[src/rtl/wake_pkg.sv]
package wake_pkg;

    typedef enum logic [1:0] {
        WK_OFF    = 2'b00,
        WK_HIGH   = 2'b01,
        WK_LOW    = 2'b10,
        WK_TOGGLE = 2'b11
    } wk_mode_e;

    typedef struct packed {
        wk_mode_e mode;
        logic     ref_lvl;
    } wk_cfg_t;

    localparam wk_cfg_t WK_CFG_RESET = '{mode: WK_OFF, ref_lvl: 1'b0};

    // Does the pin level meet the programmed condition?
    function automatic logic wk_qualifies(input wk_cfg_t c, input logic lvl);
        logic q;
        case (c.mode)
            WK_HIGH:   q = lvl;
            WK_LOW:    q = ~lvl;
            WK_TOGGLE: q = (lvl != c.ref_lvl);
            default:   q = 1'b0;
        endcase
        return q;
    endfunction

endpackage

[src/rtl/wake_cond.sv]
module wake_cond
    import wake_pkg::*;
(
    input  logic       clk,
    input  logic       rst,
    input  logic       cfg_wr,
    input  logic [1:0] cfg_mode,
    input  logic       pin,
    input  logic       ev,
    output logic       qual
);
    wk_cfg_t st_q;

    always_ff @(posedge clk) begin
        if (rst) begin
            st_q <= WK_CFG_RESET;
        end else if (cfg_wr) begin
            st_q.mode    <= wk_mode_e'(cfg_mode);
            st_q.ref_lvl <= pin;              // first reference for toggle mode
        end else if (ev && (st_q.mode == WK_TOGGLE)) begin
            st_q.ref_lvl <= pin;              // follow the new level
        end
    end

    assign qual = wk_qualifies(st_q, pin);

endmodule

[src/rtl/wake_filter.sv]
module wake_filter #(
    parameter int FILT_TICKS = 20
) (
    input  logic clk,
    input  logic rst,
    input  logic tick,
    input  logic qual,
    input  logic armed,
    input  logic restart,
    output logic ev
);
    localparam int            CNT_W = (FILT_TICKS > 2) ? $clog2(FILT_TICKS) : 1;
    localparam logic [CNT_W-1:0] LAST = CNT_W'(FILT_TICKS - 1);

    logic [CNT_W-1:0] cnt_q;
    logic             hold;

    assign hold = qual && armed && !restart;
    assign ev   = hold && tick && (cnt_q == LAST);

    always_ff @(posedge clk) begin
        if (rst || !hold) begin
            cnt_q <= '0;
        end else if (tick) begin
            cnt_q <= (cnt_q == LAST) ? '0 : cnt_q + 1'b1;
        end
    end

endmodule

[src/rtl/wake_status.sv]
module wake_status #(
    parameter int NUM_IN = 4
) (
    input  logic              clk,
    input  logic              rst,
    input  logic [NUM_IN-1:0] ev,
    input  logic              clr,
    output logic [NUM_IN-1:0] flags,
    output logic              irq_n
);
    logic [NUM_IN-1:0] flags_q;

    always_ff @(posedge clk) begin
        if (rst) begin
            flags_q <= '0;
        end else begin
            flags_q <= (clr ? '0 : flags_q) | ev;
        end
    end

    assign flags = flags_q;
    assign irq_n = ~(|flags_q);

endmodule

[src/rtl/wake_detect.sv]
module wake_detect #(
    parameter int NUM_IN     = 4,
    parameter int FILT_TICKS = 20
) (
    input  logic                  clk,
    input  logic                  rst,
    input  logic                  tick_1us,
    input  logic [NUM_IN-1:0]     wake_in,
    input  logic                  sw_from_rail,
    input  logic                  rail_on,
    input  logic                  cfg_wr,
    input  logic [2*NUM_IN-1:0]   cfg_wdata,
    input  logic                  stat_rd,
    output logic [NUM_IN-1:0]     stat_flags,
    output logic                  irq_n
);
    logic              armed;
    logic [NUM_IN-1:0] qual;
    logic [NUM_IN-1:0] ev;

    // Detection is held off while the switch supply rail is down
    assign armed = !(sw_from_rail && !rail_on);

    for (genvar g = 0; g < NUM_IN; g++) begin : g_chan
        wake_cond u_cond (
            .clk      (clk),
            .rst      (rst),
            .cfg_wr   (cfg_wr),
            .cfg_mode (cfg_wdata[2*g +: 2]),
            .pin      (wake_in[g]),
            .ev       (ev[g]),
            .qual     (qual[g])
        );

        wake_filter #(.FILT_TICKS(FILT_TICKS)) u_filt (
            .clk     (clk),
            .rst     (rst),
            .tick    (tick_1us),
            .qual    (qual[g]),
            .armed   (armed),
            .restart (cfg_wr),
            .ev      (ev[g])
        );
    end

    wake_status #(.NUM_IN(NUM_IN)) u_stat (
        .clk   (clk),
        .rst   (rst),
        .ev    (ev),
        .clr   (stat_rd),
        .flags (stat_flags),
        .irq_n (irq_n)
    );

endmodule

[config.mk]
export PLATFORM = sky130hd
export DESIGN_NAME = wake_detect
export DESIGN_NICKNAME = d
export VERILOG_FILES = /design/src/rtl/wake_pkg.sv /design/src/rtl/wake_cond.sv /design/src/rtl/wake_filter.sv /design/src/rtl/wake_status.sv /design/src/rtl/wake_detect.sv
export SDC_FILE = /design/constraint.sdc
export NUM_CORES = 1
export LEC_CHECK = 0
export ABC_CLOCK_PERIOD_IN_PS = 2500
export BUFFER_PORTS_ARGS = -buffer_cell sky130_fd_sc_hd__clkbuf_2
export CORE_ASPECT_RATIO = 1.2
export CORE_MARGIN = 2
export CORE_UTILIZATION = 60
export CTS_CLUSTER_SIZE = 40
export DETAILED_ROUTE_END_ITERATION = 6
export PLACE_DENSITY = 0.82
export SYNTH_ARGS = -nofsm -noshare
export SYNTH_HDL_FRONTEND = slang
export SYNTH_SLANG_ARGS = --single-unit
[constraint.sdc]
create_clock -name clk -period 2.5 [get_ports clk]
set_clock_uncertainty 0.1 [all_clocks]
set_input_delay 0.25 -clock clk [delete_from_list [all_inputs] [get_ports clk]]
set_output_delay 0.25 -clock clk [all_outputs]
set_load 0.05 [all_outputs]
==> impl_metrics.ini <==
[synthesis]
synth-seq-area-share = 0.401
syn_inst = 192
synth_edf_count = 0
netlist.area_leader.share = 0.401
synth_area_um2 = 1800
synth_fp_nets = 215
avgSynthCellArea_um2 = 9.37
synthFlopType = dfxtp_1
yosys_warnings = 0
async_reset_ff_frac = 0
ys_top_cells_by_area = dfxtp_1 (40%), mux2i_1 (9.5%), nor2_1 (4.8%)
synth_top_area_cell = dfxtp_1
ys_ff_latch = 36
yosysUniqueCellTypes = 35

[sta]
min_period_over_period = 0.663
slew_violations = 0
rsz0062_at_grt = false
setup_viol = 0
max_freq_mhz = 603
worstMarginPinSlew_ps = 346
hold_viol_final = 0
max_slew_margin = 0.769
setup_tns_ps = 0
period_needed_ps = 1660

[floorplanning]
fp-row-count = 21
die_x_um = 54.0
dieHeight_um = 64.0
ios = 24
die_area_um2 = 3450
coreArea_um2 = 2840
start_util = 0.634

[clocking]
clk_pin_slew_ps = 100
cts_resized = 0
htreeDepth = 2
cts_tree = done
postCtsSetupRepairBufs = 0
hold_buffers = 0
clock-sinks = 36
cts-root-buf = clkbuf_4
cts_buffers = 5
clk_latency_ps = 340
ctsLongestPathBuffers = 2

[critical_path]
critical_path_arrival_ps = 1790
rrSetupSlack_ps = 840
critPathKind = flip-flop to flip-flop
cp.required_ps = 2630
endpoint_kind = flip-flop
startpoint_type = flip-flop
crit_fanout = 3

[power]
power_mw = 1.02
cellPowerDensity_nw_per_um2 = 511
peakVddDrop_uv = 361
p_leak_nw = 0.812

[routing]
first_iter_violations = 15
firstDrtPassIters = 4
remaining_drc_errors = 0
wirelength_um = 3410
avgViaCountPerCell = 5.69
avgRoutedWirePerCell_um = 13.5
vias = 1435
postRouteAntennaNets = 0

[worst_hold_path]
min_path_type = primary input to flip-flop

[global_routing]
grt_pass1_vias = 1357
antenna_found_initial = 0
grt_pass1_wl_um = 5900
grt_max_degree = 18
grt_util_all_layers = 0.235
grt_overflow = 0

[place]
place_hpwl_um = 2570
routabilityCongestion = 0.782
io_buffers = 23

[run_status]
status = complete, no violations

[finish]
postLayoutCoreUtil = 0.706
nets = 241
area_growth_pct = 11.3
final_cell_mix = dfxtp_1 (36), nor2_1 (23), clkbuf_2 (23), nand2_1 (21), mux2i_1 (17)
layout_commonest_cell = dfxtp_1
final_layout_size_suffix_gt1_frac = 0.216
diodes = 0

[job]
max_cap_violations = 0
## layout make-up
type | count | area [µm²]
Inverter | 2 | 7.51
Timing Repair Buffer | 24 | 123
Multi-Input combinational cell | 149 | 1040
Tap cell | 34 | 42.5
Fill cell | 233 | 835
Clock buffer | 7 | 65.1
Sequential cell | 36 | 721
## through the flow
step | cell area (µm²) | cells | setup slack (ps) | hold WS, ps
2_1_floorplan | 1800 | 192 | 72.9 | 222
3_3_place_gp | 1940 | 245 | 941 | 364
3_5_place_dp | 1940 | 245 | 911 | 363
4_1_cts | 2000 | 252 | 818 | 29.8
5_1_grt | 2000 | 252 | 712 | 40.6
6_report | 2000 | 252 | 842 | 47.1
## worst paths after layout
path | depth (start not counted) | startpoint | endpoint
worst min register to register | 2 | u_stat.flags[1] | u_stat.flags[1]
worst max-delay path | 5 | g_chan[2].u_filt.cnt_q[0] | g_chan[2].u_cond.st_q[0]
worst min-delay path | 3 | cfg_wdata[6] | g_chan[3].u_cond.st_q[1]
worst max register to register | 5 | g_chan[2].u_filt.cnt_q[0] | g_chan[2].u_cond.st_q[0]
## registers in the layout, indices dropped and copies added (netlist names)
register,count
g_chan.u_cond.st_q,12
g_chan.u_filt.cnt_q,20
u_stat.flags,4
## cell usage after synthesis (3+ instances only)
library cell,n
nand2b_1,5
nor2b_1,5
nor2_1,23
and2_1,4
buf_2,3
a21oi_1,8
nand4_1,4
nor3_1,8
mux2i_1,17
ha_1,4
nand2_1,21
nor3_2,4
xor2_1,8
o21ai_0,5
nand3b_1,4
nand3_1,7
dfxtp_1,36
## per-layer routing
metal,vias to the layer above,GRT usage,part of all wire
met3,11,0.0701,0.042
met1,666,0.288,0.44
met5,-,0,0
met4,0,0.106,0.028
met2,31,0.372,0.49
li1,727,-,-
## power breakdown
group / leakage [nW] / internal [mW] / total (mW) / switching [mW]
Combinational: 0.482 / 0.0384 / 0.0822 / 0.0438
Sequential: 0.292 / 0.586 / 0.596 / 0.0107
Clock: 0.0374 / 0.159 / 0.345 / 0.185
Total: 0.812 / 0.783 / 1.02 / 0.240
## logic make-up (layout without fill, tap and decap cells)
| family | Yosys count | in the layout | share of synthesized area |
|---|---|---|---|
| fa+ha+maj | 4 | 4 | 0.0278 |
| flops | 36 | 36 | 0.401 |
| buf+inv | 7 | 33 | 0.0188 |
| mux | 17 | 17 | 0.0946 |
| simple gates | 93 | 93 | 0.297 |
| xor+xnor | 10 | 10 | 0.0487 |
| compound gates | 25 | 25 | 0.113 |
## worst max-delay path, stage by stage (launching register included)
cell and delay (ps):
dfxtp_1 390, ha_1 260, nand4b_4 140, o41ai_2 350, mux2i_1 260, nor2_1 50
(Power assumes the default switching activity.)
